--- src/rtl/rx_dma_chan.sv ---
module rx_dma_chan #(
  parameter int DW    = 16,
  parameter int DEPTH = 4
) (
  input  logic          clk,
  input  logic          rst_n,
  input  logic          reg_we,
  input  logic [3:0]    reg_addr,
  input  logic [DW-1:0] reg_wdata,
  output logic [DW-1:0] reg_rdata,
  input  logic          rx_valid,
  input  logic [7:0]    rx_byte,
  output logic          mem_req,
  input  logic          mem_ack,
  output logic [DW-1:0] mem_seg,
  output logic [DW-1:0] mem_addr,
  output logic [7:0]    mem_data,
  output logic          irq
);
  localparam int PW = (DEPTH > 1) ? $clog2(DEPTH) : 1;
  localparam int LW = $clog2(DEPTH + 1);
  localparam logic [3:0] A_CTRL = 4'd0, A_SEG = 4'd1, A_BASE = 4'd2, A_BOUND = 4'd3,
                         A_PTR = 4'd4, A_CNT = 4'd5, A_FIFO = 4'd6, A_TO = 4'd7, A_FLAG = 4'd8;

  logic [3:0]    ctrl_r;
  logic [DW-1:0] seg_r, base_r, bound_r, ptr, cnt_rld, cnt, to_r, tcnt;
  logic          armed, ovr, flag;
  logic [7:0]    fifo [DEPTH];
  logic [PW-1:0] wp, rp;
  logic [LW-1:0] level;

  wire run  = ctrl_r[0];
  wire [1:0] mode = ctrl_r[2:1];
  wire ien  = ctrl_r[3];
  wire full = (level == LW'(DEPTH));
  wire push = run && rx_valid && !full;
  wire pop  = mem_req && mem_ack;
  wire wr_ctrl  = reg_we && reg_addr == A_CTRL;
  wire wr_cnt   = reg_we && reg_addr == A_CNT;
  wire wr_fifo  = reg_we && reg_addr == A_FIFO;
  wire flush    = wr_fifo && reg_wdata[4];
  wire per_hit  = push && mode == 2'b01 && cnt <= DW'(1);
  wire to_hit   = mode == 2'b10 && armed && !push && to_r != '0 && tcnt == to_r - DW'(1);

  assign mem_req  = run && level != '0;
  assign mem_seg  = seg_r;
  assign mem_addr = ptr;
  assign mem_data = fifo[rp];
  assign irq      = flag && ien;

  always_comb begin
    case (reg_addr)
      A_CTRL:  reg_rdata = DW'(ctrl_r);
      A_SEG:   reg_rdata = seg_r;
      A_BASE:  reg_rdata = base_r;
      A_BOUND: reg_rdata = bound_r;
      A_PTR:   reg_rdata = ptr;
      A_CNT:   reg_rdata = cnt_rld;
      A_FIFO:  reg_rdata = DW'({ovr, 3'(level)});
      A_TO:    reg_rdata = to_r;
      A_FLAG:  reg_rdata = DW'(flag);
      default: reg_rdata = '0;
    endcase
  end

  always_ff @(posedge clk or negedge rst_n) begin
    if (!rst_n) begin
      ctrl_r <= '0; seg_r <= '0; base_r <= '0; bound_r <= '0; to_r <= '0;
      cnt_rld <= '0; cnt <= '0;
    end else if (reg_we) begin
      case (reg_addr)
        A_CTRL:  ctrl_r  <= reg_wdata[3:0];
        A_SEG:   seg_r   <= reg_wdata;
        A_BASE:  base_r  <= reg_wdata;
        A_BOUND: bound_r <= reg_wdata;
        A_TO:    to_r    <= reg_wdata;
        A_CNT:   begin cnt_rld <= reg_wdata; cnt <= reg_wdata; end
        default: ;
      endcase
      if (!wr_cnt && push && mode == 2'b01) cnt <= per_hit ? cnt_rld : cnt - DW'(1);
    end else if (push && mode == 2'b01) begin
      cnt <= per_hit ? cnt_rld : cnt - DW'(1);
    end
  end

  always_ff @(posedge clk or negedge rst_n) begin
    if (!rst_n) ptr <= '0;
    else if (reg_we && reg_addr == A_PTR) ptr <= reg_wdata;
    else if (pop) ptr <= (ptr == bound_r) ? base_r : ptr + DW'(1);
  end

  always_ff @(posedge clk or negedge rst_n) begin
    if (!rst_n) begin
      armed <= 1'b0; tcnt <= '0;
    end else if (!run || mode != 2'b10) begin
      armed <= 1'b0; tcnt <= '0;
    end else if (push) begin
      armed <= 1'b1; tcnt <= '0;
    end else if (to_hit) begin
      armed <= 1'b0;
    end else if (armed) begin
      tcnt <= tcnt + DW'(1);
    end
  end

  always_ff @(posedge clk or negedge rst_n) begin
    if (!rst_n) flag <= 1'b0;
    else if (per_hit || to_hit) flag <= 1'b1;
    else if (reg_we && reg_addr == A_FLAG && reg_wdata[0]) flag <= 1'b0;
  end

  always_ff @(posedge clk or negedge rst_n) begin
    if (!rst_n) ovr <= 1'b0;
    else if (run && rx_valid && full) ovr <= 1'b1;
    else if (wr_fifo && reg_wdata[3]) ovr <= 1'b0;
  end

  always_ff @(posedge clk or negedge rst_n) begin
    if (!rst_n) begin
      wp <= '0; rp <= '0; level <= '0;
    end else if (flush) begin
      wp <= '0; rp <= '0; level <= '0;
    end else begin
      if (push) wp <= (wp == PW'(DEPTH - 1)) ? '0 : wp + PW'(1);
      if (pop)  rp <= (rp == PW'(DEPTH - 1)) ? '0 : rp + PW'(1);
      level <= level + LW'(push) - LW'(pop);
    end
  end

  always_ff @(posedge clk) begin
    if (push && !flush) fifo[wp] <= rx_byte;
  end

  logic unused_ok;
  assign unused_ok = wr_ctrl;
endmodule

--- config.mk ---
export PLATFORM = sky130hd
export DESIGN_NAME = rx_dma_chan
export DESIGN_NICKNAME = d
export VERILOG_FILES = /design/src/rtl/rx_dma_chan.sv
export SDC_FILE = /design/constraint.sdc
export NUM_CORES = 1
export LEC_CHECK = 0
export BUFFER_PORTS_ARGS = -buffer_cell sky130_fd_sc_hd__buf_2
export CAP_MARGIN = 20
export CORE_ASPECT_RATIO = 1.75
export CORE_MARGIN = 2
export CORE_UTILIZATION = 45
export CTS_CLUSTER_DIAMETER = 40
export DETAILED_ROUTE_END_ITERATION = 12
export GPL_TIMING_DRIVEN = 0
export RECOVER_POWER = 50
export REMOVE_ABC_BUFFERS = 1
export SYNTH_ARGS = -nofsm -noshare
export SYNTH_HDL_FRONTEND = slang
export SYNTH_SLANG_ARGS = --single-unit
--- constraint.sdc ---
create_clock -name clk -period 3.29 [get_ports clk]
set_input_delay 0.1645 -clock clk [delete_from_list [all_inputs] [get_ports clk]]
set_output_delay 0.1645 -clock clk [all_outputs]
set_load 0.03 [all_outputs]
# == Word level (Yosys, flattened, before mapping) ==
# Memory sizes are Yosys's and may differ from the RTL's.
# Index checks and enable logic that the tools add are counted.
# op_classes
n_addsub,8
n_lt_le_gt_ge,1
eq_ne,18
n_mux,29
n_reduce_logical,48
# ops
cell,count
$mux W16,12
$pmux W16 S9,1
$add A16 B1 Y16 const B,2
$eq A16 B16 Y1,2
$sub A16 B1 Y16 const B,2
$logic_and A1 B1 Y1,22
$eq A4 B3 Y1 const B,4
$le A16 B1 Y1 const B,1
$reduce_and A2 Y1,8
$reduce_bool A16 Y1,1
$mux W2,6
$reduce_bool A2 Y1,6
$mux W1,9
$reduce_bool A3 Y1,3
$eq A4 B2 Y1 const B,2
$eq A2 B2 Y1 const B,3
$logic_not A1 Y1,5
$add A2 B1 Y2 const B,2
$eq A4 B1 Y1 const B,1
$eq A4 B4 Y1 const B,1
$logic_not A4 Y1,1
$add A3 B1 Y3,1
$eq A3 B3 Y1 const B,1
$mux W3,1
other kinds (6),7
# totals
regBits,142
mem_bits_rw,32
input_bits,33
output_inout_bits,58
elab_cells,120
mem_count,1
# memory_table
name,words,width,rd,rd_clocked_by_memory_dff,wr,line_no,text
fifo,4,8,1,0,1,28,logic [7:0] fifo [DEPTH];

# == Logic depth before layout (Yosys ltp) ==
# Gate-level depths: netlist of the first run.
# logic_depth
ltp_word,10
mapped_depth,13
ltp_nobuf,9

# == Least setup slack after synthesis of the first run ==
# Ideal clock, no wire load.
# synth_timing
kind,register to register
from,register to_r[0]
to,register tcnt[12]
setup_time_ps,134
arrival_ps,2373
t_required_ps,3156
path_slack_ps,783
path_stages_with_launch,14
n_path_buf,4
period_less_slack_ps,2507
path_cell_list,dfrtp_1 buf_6 inv_1 ha_1 clkbuf_2 or3b_1 nor3_1 mux2i_1 a211oi_1 and4_1 buf_6 buf_8 o211ai_1 o41ai_1
# synth_via
elab_chain_cells,5
word_cells_on_any_way,7
cone_classes,1 x add/sub; 2 x eq/ne; 4 x reduce/logical
# synth_rtl
element,line_no,text
"start, declared",26,"logic [DW-1:0] seg_r, base_r, bound_r, ptr, cnt_rld, cnt, to_r, tcnt;"
"start signal, assigned",76,A_TO: to_r <= reg_wdata;
$sub A16 B1 Y16 or $reduce_bool A16 Y1 (tied branches),43,wire to_hit = mode == 2'b10 && armed && !push && to_r != '0 && tcnt == to_r - DW'(1);
$eq A16 B16 Y1 or $logic_and A1 B1 Y1 (tied branches),43,
$logic_and A1 B1 Y1 *,43,
$ne A3 B2 Y1 (no source line) *,-,
$reduce_and A2 Y1 (no source line) *,-,
"end signal, assigned",102,tcnt <= tcnt + DW'(1);
"end, declared",26,
# Mark *: on every way between the ends. The rest lies on a longest branch, timed or not.
# A chain may end at the register's enable or synchronous reset.

# == Final worst setup path of the first run ==
# layout_timing
from,register ctrl_r[0]
to,register cnt[15]
# layout_via
elab_chain_cells,7
word_cells_on_any_way,13
cone_classes,1 x eq/ne; 4 x mux; 8 x reduce/logical
# layout_rtl
element,line_no,text
"start, declared",25,logic [3:0] ctrl_r;
"start signal, assigned",72,A_CTRL: ctrl_r <= reg_wdata[3:0];
$logic_and A1 B1 Y1 * (2 in a row),36,wire push = run && rx_valid && !full;
$logic_and A1 B1 Y1,"42, 81",
$logic_and A1 B1 Y1,42,wire per_hit = push && mode == 2'b01 && cnt <= DW'(1);
$mux W16,"80, 82",
$mux W16 (on tied branches),"81, 80",
$mux W16,70,end else if (reg_we) begin
"end signal, assigned",77,A_CNT: begin cnt_rld <= reg_wdata; cnt <= reg_wdata; end
"end signal, assigned",80,if (!wr_cnt && push && mode == 2'b01) cnt <= per_hit ? cnt_rld : cnt - DW'(1);
"end signal, assigned",82,cnt <= per_hit ? cnt_rld : cnt - DW'(1);
"end, declared",26,
# Mark *: on every way between the ends. The rest lies on a longest branch, timed or not. The select of a mux whose other input is x is not followed.

==> results.cfg, run 1 <==
[critical_path]
path_cells = nand2_1, nor2_2, nand3b_1, or4_1, a211oi_1, o32ai_1, o21ai_0
worst_setup_path_endpoint = cnt[15]
startpoint_kind_of_the_worst_setup_timing_path = register
data_arrival_time_of_the_critical_path_ps = 3450
reg2reg_setup_slack_ps = 200
worst_path_max_stage_delay_ps = 750
worst-path-max-fanout = 11
crit_path_top_delay_cell = or4_1
path_class = reg -> reg
r2r_cells = 7
worstReg2RegEnd = cnt[15]
critical_path.endpoint_type = register
critical_path.startpoint = ctrl_r[0]
critical_r2r_launch = ctrl_r[0]
crit_required_ps = 3650

[routing]
drt-vias-per-instance = 5.99
drt_iter0_markers = 514
post-route-drc-count = 0
vias = 8064
drt-total-wl_microns = 29100
route.detailed.wl_per_inst_microns = 21.6
drt_first_pass_iters = 5
antenna_violating_nets_post_route = 0

[yosys]
synth_largest_type_area_fraction = 0.364
postSynthCellCount = 974
synth-async-reset-ratio = 0.816
synth-seq-area-share = 0.462
mappedNetlistArea_sq_mm = 0.00976
yosys.cell_count.top_type = dfrtp_1
post_synth_num_cell_types = 80
synth.avg_cell_area_sq_um = 10.0
ys_dominant_reg_cell = dfrtp_1
synth_enable_flop_cells = 32
netlist_top_cells_count = 142 x dfrtp_1, 105 x nand2_1, 74 x a21oi_1, 68 x mux2_2, 67 x nor2_1
synth.area.top_cells = dfrtp_1 36%, edfxtp_1 9.8%, mux2_2 7.8%, nand2_1 4.0%, a21oi_1 3.8%
synth.ff_latch_count = 174
yosys_warn_count = 0
yosys.area.top_type = dfrtp_1

[clock_tree]
worst_skew_pair.late_latency_ps = 440
cts_buffer_depth = 2
clk_pin_slew_worst_paths_ps = 70
cts-htree-levels = 4
tritoncts.num_buffers = 17
buffer_cell_driving_the_clock_tree_root = clkbuf_16
cts.sink_count = 174
tritoncts_clock_tree = done

[timing]
timing_max_transition_violations_final = 50
fmaxAchievable_mhz = 324
setup_viol_count_final = 0
clk_skew_ps = 11.8
period_needed_ps = 3090
finalHoldViolCount = 0
worst_pin_slew_ps = 2440
slew_headroom = -0.626
post-route-worst-setup-slack_ps = 203
grt_setup_unrepaired = no
final.setup.tns_ps = 0
final_min_period_over_clock_period = 0.938

[global_routing]
grt_pass1_wl_microns = 44600
grt_max_degree = 94
gr_ovfl_total = 0
number_of_global_route_vias_before_repair = 7845
initial_antenna_violation_count = 0
track_usage = 0.260

[placed_design]
dp_hpwl_microns = 21000
numPortBuffers = 90
gpl.final_weighted_congestion = 0.899
placed_cells = 1298
placed_area_sq_mm = 0.0104
place_ws_ps = -295

[floorplan]
fp-row-count = 71
fp.dieH_microns = 199
coreArea_sq_mm = 0.0214
die_area_sq_mm = 0.0229
die-width_microns = 115
ios = 91
initial_utilization = 0.456

[power]
power_per_cell_area_mw_per_mm2 = 703
ir_worst_vdd_uv = 299
static_leak_nw = 4.56

[flow_run]
maxCapViolCount = 1

[min_path]
hold_path.class = in -> reg

[cells_and_area]
layout.nets = 1088
final_std_cell_area_no_fill_sq_mm = 0.0111
stdcell_count = 1347
layout-drive-gt1-share = 0.191
area_growth_pct = 13.8
antenna_cells_inserted = 0

[run_status]
status = finished with violations
failed_checks = capacitance limit, slew limit
==> final cells by class <==
class | count | area [sq um]
fill | 2009 | 10300
multi-input combinational | 708 | 4830
sequential | 174 | 4510
timing repair buffer | 113 | 683
clock buffer | 18 | 429
tap | 292 | 365
clock inverter | 14 | 180
inverter | 28 | 105
==> cell families after synthesis <==
logic type,Yosys count,synth area share
XOR/XNOR,38,0.0355
adder cells (fa/ha/maj),13,0.0174
AND/OR/NAND/NOR,316,0.165
flip-flops,174,0.462
multiplexers,87,0.108
buffers and inverters,93,0.0463
AO/OA/AOI/OAI,253,0.165
==> metal layers <==
layer	vias to the layer above	part of all wire	track usage	routed length, microns
met4	0	0.046	0.129	1340
met5	-	0	0	0
met3	74	0.037	0.0399	1070
li1	3743	-	-	-
met2	232	0.55	0.476	15900
met1	4015	0.37	0.288	10800
==> report_power, final <==
group | switching (W) | internal [W] | total, W
Sequential | 0.000715 | 0.00265 | 0.00337
Combinational | 0.00139 | 0.000928 | 0.00232
Clock | 0.000914 | 0.00121 | 0.00212
==> what timing repair did <==
item,4_1_cts,5_1_grt
cloned,1,0
hold buffers,11,0
hold endpoints to repair,85,0
buffers inserted,0,3
resized for setup,2,3
setup endpoints to repair,13,22
pin swaps,1,2
==> placed cells by master, fill, tap and decap left out, drive strengths merged, types with 22 or more instances in the layout <==
cell type	synthesis	layout
o21ai	53	53
buf	17	70
xor2	22	22
mux2	68	68
nor2	67	67
clkbuf	47	49
a21oi	74	74
edfxtp	32	32
inv	27	33
dfrtp	142	142
a22oi	29	29
nand2	105	105
o22ai	23	23
nand3	25	25
==> registers in the layout (all words and copies together) (netlist names) <==
name and count:
rp 2, bound_r 16, armed 1, flag 1, level 3, cnt_rld 16
mem_addr 16, wp 2, base_r 16, ovr 1, mem_seg 16, to_r 16
cnt 16, tcnt 16, ctrl_r 4, fifo 32
==> worst min-delay path by stage <==
| stage | cells after the start | endpoint | start |
|---|---|---|---|
| 2_1_floorplan | 0 | armed | rst_n |
| 3_3_place_gp | 1 | fifo[0][6] | rx_byte[6] |
| 3_5_place_dp | 1 | base_r[0] | rst_n |
| 4_1_cts | 3 | cnt_rld[9] | reg_wdata[9] |
| 5_1_grt | 3 | cnt_rld[14] | reg_wdata[14] |
| 6_report | 3 | cnt_rld[6] | reg_wdata[6] |
==> critical path: cells and delay by family (launching register included) <==
family / cells / cell delay [ps]
AO/OA/AOI/OAI: 3 / 470
flip-flops: 1 / 540
AND/OR/NAND/NOR: 4 / 1970
==> stage by stage <==
stage               utilization  power (W)  hold slack (ps)
floorplan                     -    0.00482             -131
global placement          0.478    0.00564              384
detailed placement        0.484    0.00570              148
CTS                       0.519    0.00786             3.94
global route              0.519    0.00821             29.5
finish                    0.519    0.00781             20.6
No activity file was read; power rests on OpenSTA's default activity.
==> run 2: changes to the inputs <==
- clock period: 3.29 -> 2.9 ns (I/O delays scaled with it)
==> run 2 against run 1 <==
The flow now finishes without violations. Combinational power rose by 20%. Global-route usage grew 0.39 points. Setup slack got worse by 53 ps. Fmax increased by 12%. Count of clock-buffer cells in the layout stayed put. Cell count grew 1.3%. Routed wire length is 2.0% higher. Utilization is 1.4 points higher. Via count up 1.0%. Register-to-register slack lost 50 ps. Critical path depth rose by 2.
==> results.cfg, run 2 (synthesized netlist as in run 1, its figures left out) <==
[critical_path]
reg2reg_setup_slack_ps = 150
startpoint_kind_of_the_worst_setup_timing_path = register
crit_required_ps = 3270
worstReg2RegEnd = tcnt[1]
critical_path.endpoint_type = register
path_class = reg -> reg
r2r_cells = 9
critical_r2r_launch = level[1]
data_arrival_time_of_the_critical_path_ps = 3120
worst-path-max-fanout = 13

[cells_and_area]
leading_cell_types_in_the_layout_fill_and_taps_excluded = 138 x dfrtp_1, 103 x nand2_1, 81 x buf_2
antenna_cells_inserted = 0
registers.top_by_ff_count = fifo
leading_cell_type_in_the_layout_fill_and_taps_excluded = dfrtp_1
layout-drive-gt1-share = 0.235
layout.nets = 1105
largest_register_ff_count = 32
area_growth_pct = 16.8

[min_path]
worst_hold_path.num_cells = 3
hold_path.class = in -> reg
worstHoldStart = reg_wdata[10]
min_delay_worst_endpoint = cnt_rld[10]

[routing]
drt_first_pass_iters = 5
drt-total-wl_microns = 29700
antenna_violating_nets_post_route = 0
route.detailed.wl_per_inst_microns = 21.8
drt-vias-per-instance = 5.97
drt_iter0_markers = 591
post-route-drc-count = 0
vias = 8145

[floorplan]
ios = 91
die_area_sq_mm = 0.0229
coreArea_sq_mm = 0.0214
initial_utilization = 0.456
fp.dieH_microns = 199
fp-row-count = 71
die-width_microns = 115

[global_routing]
track_usage = 0.264
gr_ovfl_total = 0
grt_max_degree = 94
initial_antenna_violation_count = 0
number_of_global_route_vias_before_repair = 7974
grt_pass1_wl_microns = 45300

[placed_design]
gpl.final_weighted_congestion = 0.899
place_ws_ps = -685
dp_hpwl_microns = 21000
numPortBuffers = 90

[power]
ir_worst_vdd_uv = 348
power_per_cell_area_mw_per_mm2 = 792
static_leak_nw = 4.73
totalPowerFinal_w = 0.00903

[timing]
final.setup.tns_ps = 0
post-route-worst-setup-slack_ps = 150
finalHoldViolCount = 0
worst_pin_slew_ps = 1390
timing_max_transition_violations_final = 0
final_min_period_over_clock_period = 0.948
fin_hold_ws_ps = 15.9
period_needed_ps = 2750
slew_headroom = 0.0757
setup_viol_count_final = 0
fmaxAchievable_mhz = 364
clk_skew_ps = 14.8

[flow_run]
maxCapViolCount = 0

[clock_tree]
buffer_cell_driving_the_clock_tree_root = clkbuf_16
tritoncts.num_buffers = 17
cts_buffer_depth = 2
cts-htree-levels = 4
clk_pin_slew_worst_paths_ps = 70
worst_skew_pair.late_latency_ps = 450
tritoncts_clock_tree = done
cts.sink_count = 174

[run_status]
status = complete, no violations
run 2: cell count changes in the layout (fill, tap and decap cells not counted), sizes merged:
cell         change
buf             +36
clkbuf          -22
clkinvlp         +1
dlygate4sd2      -1
dlygate4sd3      +3
inv              -1
nand4            +1
run 2: layer usage:
metal / part of all wire / track usage / up-vias
li1: - / - / 3769
met1: 0.37 / 0.288 / 4055
met2: 0.55 / 0.483 / 245
met3: 0.037 / 0.0408 / 76
met4: 0.045 / 0.138 / 0
met5: 0 / 0 / -
run 2: power breakdown:
group | leakage, nW | switching (W) | internal [W]
clock | 0.286 | 0.00104 | 0.00137
sequential | 2.06 | 0.000825 | 0.00301
combinational | 2.38 | 0.00164 | 0.00114
total | 4.73 | 0.00350 | 0.00553
run 2: cell type report:
cell class / instances / area (sq um)
clock buffers: 18 / 429
clock inverters: 14 / 180
fillers: 1975 / 10000
inverters: 28 / 110
multi-input cells: 709 / 4950
flip-flops and latches: 174 / 4520
well taps: 292 / 365
repair buffers: 129 / 848
run 2: what timing repair did:
action,4_1_cts,5_1_grt
hold buffers,14,0
setup endpoints to repair,47,41
setup buffers,8,9
pin swaps,3,4
gates cloned,2,0
hold endpoints to repair,89,0
resized for setup,15,14
run 2: worst max-delay path, cell delays in order, from the launching register on:
cell and delay [ps]:
dfrtp_2 460, nor3b_4 290, nor2_4 120, buf_4 210, or4_4 580, a2111oi_4 230
nand4_1 240, buf_4 210, o21ai_1 130, a32o_1 200
run 2: stage by stage:
| stage | utilization | cells | cell area (sq um) |
|---|---|---|---|
| finish | 0.533 | 1364 | 11400 |
| detailed placement | 0.484 | 1298 | 10400 |
| global placement | 0.478 | 1291 | 10200 |
| CTS | 0.526 | 1354 | 11300 |
| floorplan | - | 909 | 9420 |
| global route | 0.533 | 1364 | 11400 |
run 2: how the worst max path moves through the flow:
stage	from	to
global route	level[1]	tcnt[1]
global placement	reg_addr[2]	mem_addr[15]
CTS	level[1]	tcnt[1]
floorplan	level[2]	cnt[15]
finish	level[1]	tcnt[1]
detailed placement	level[0]	level[2]
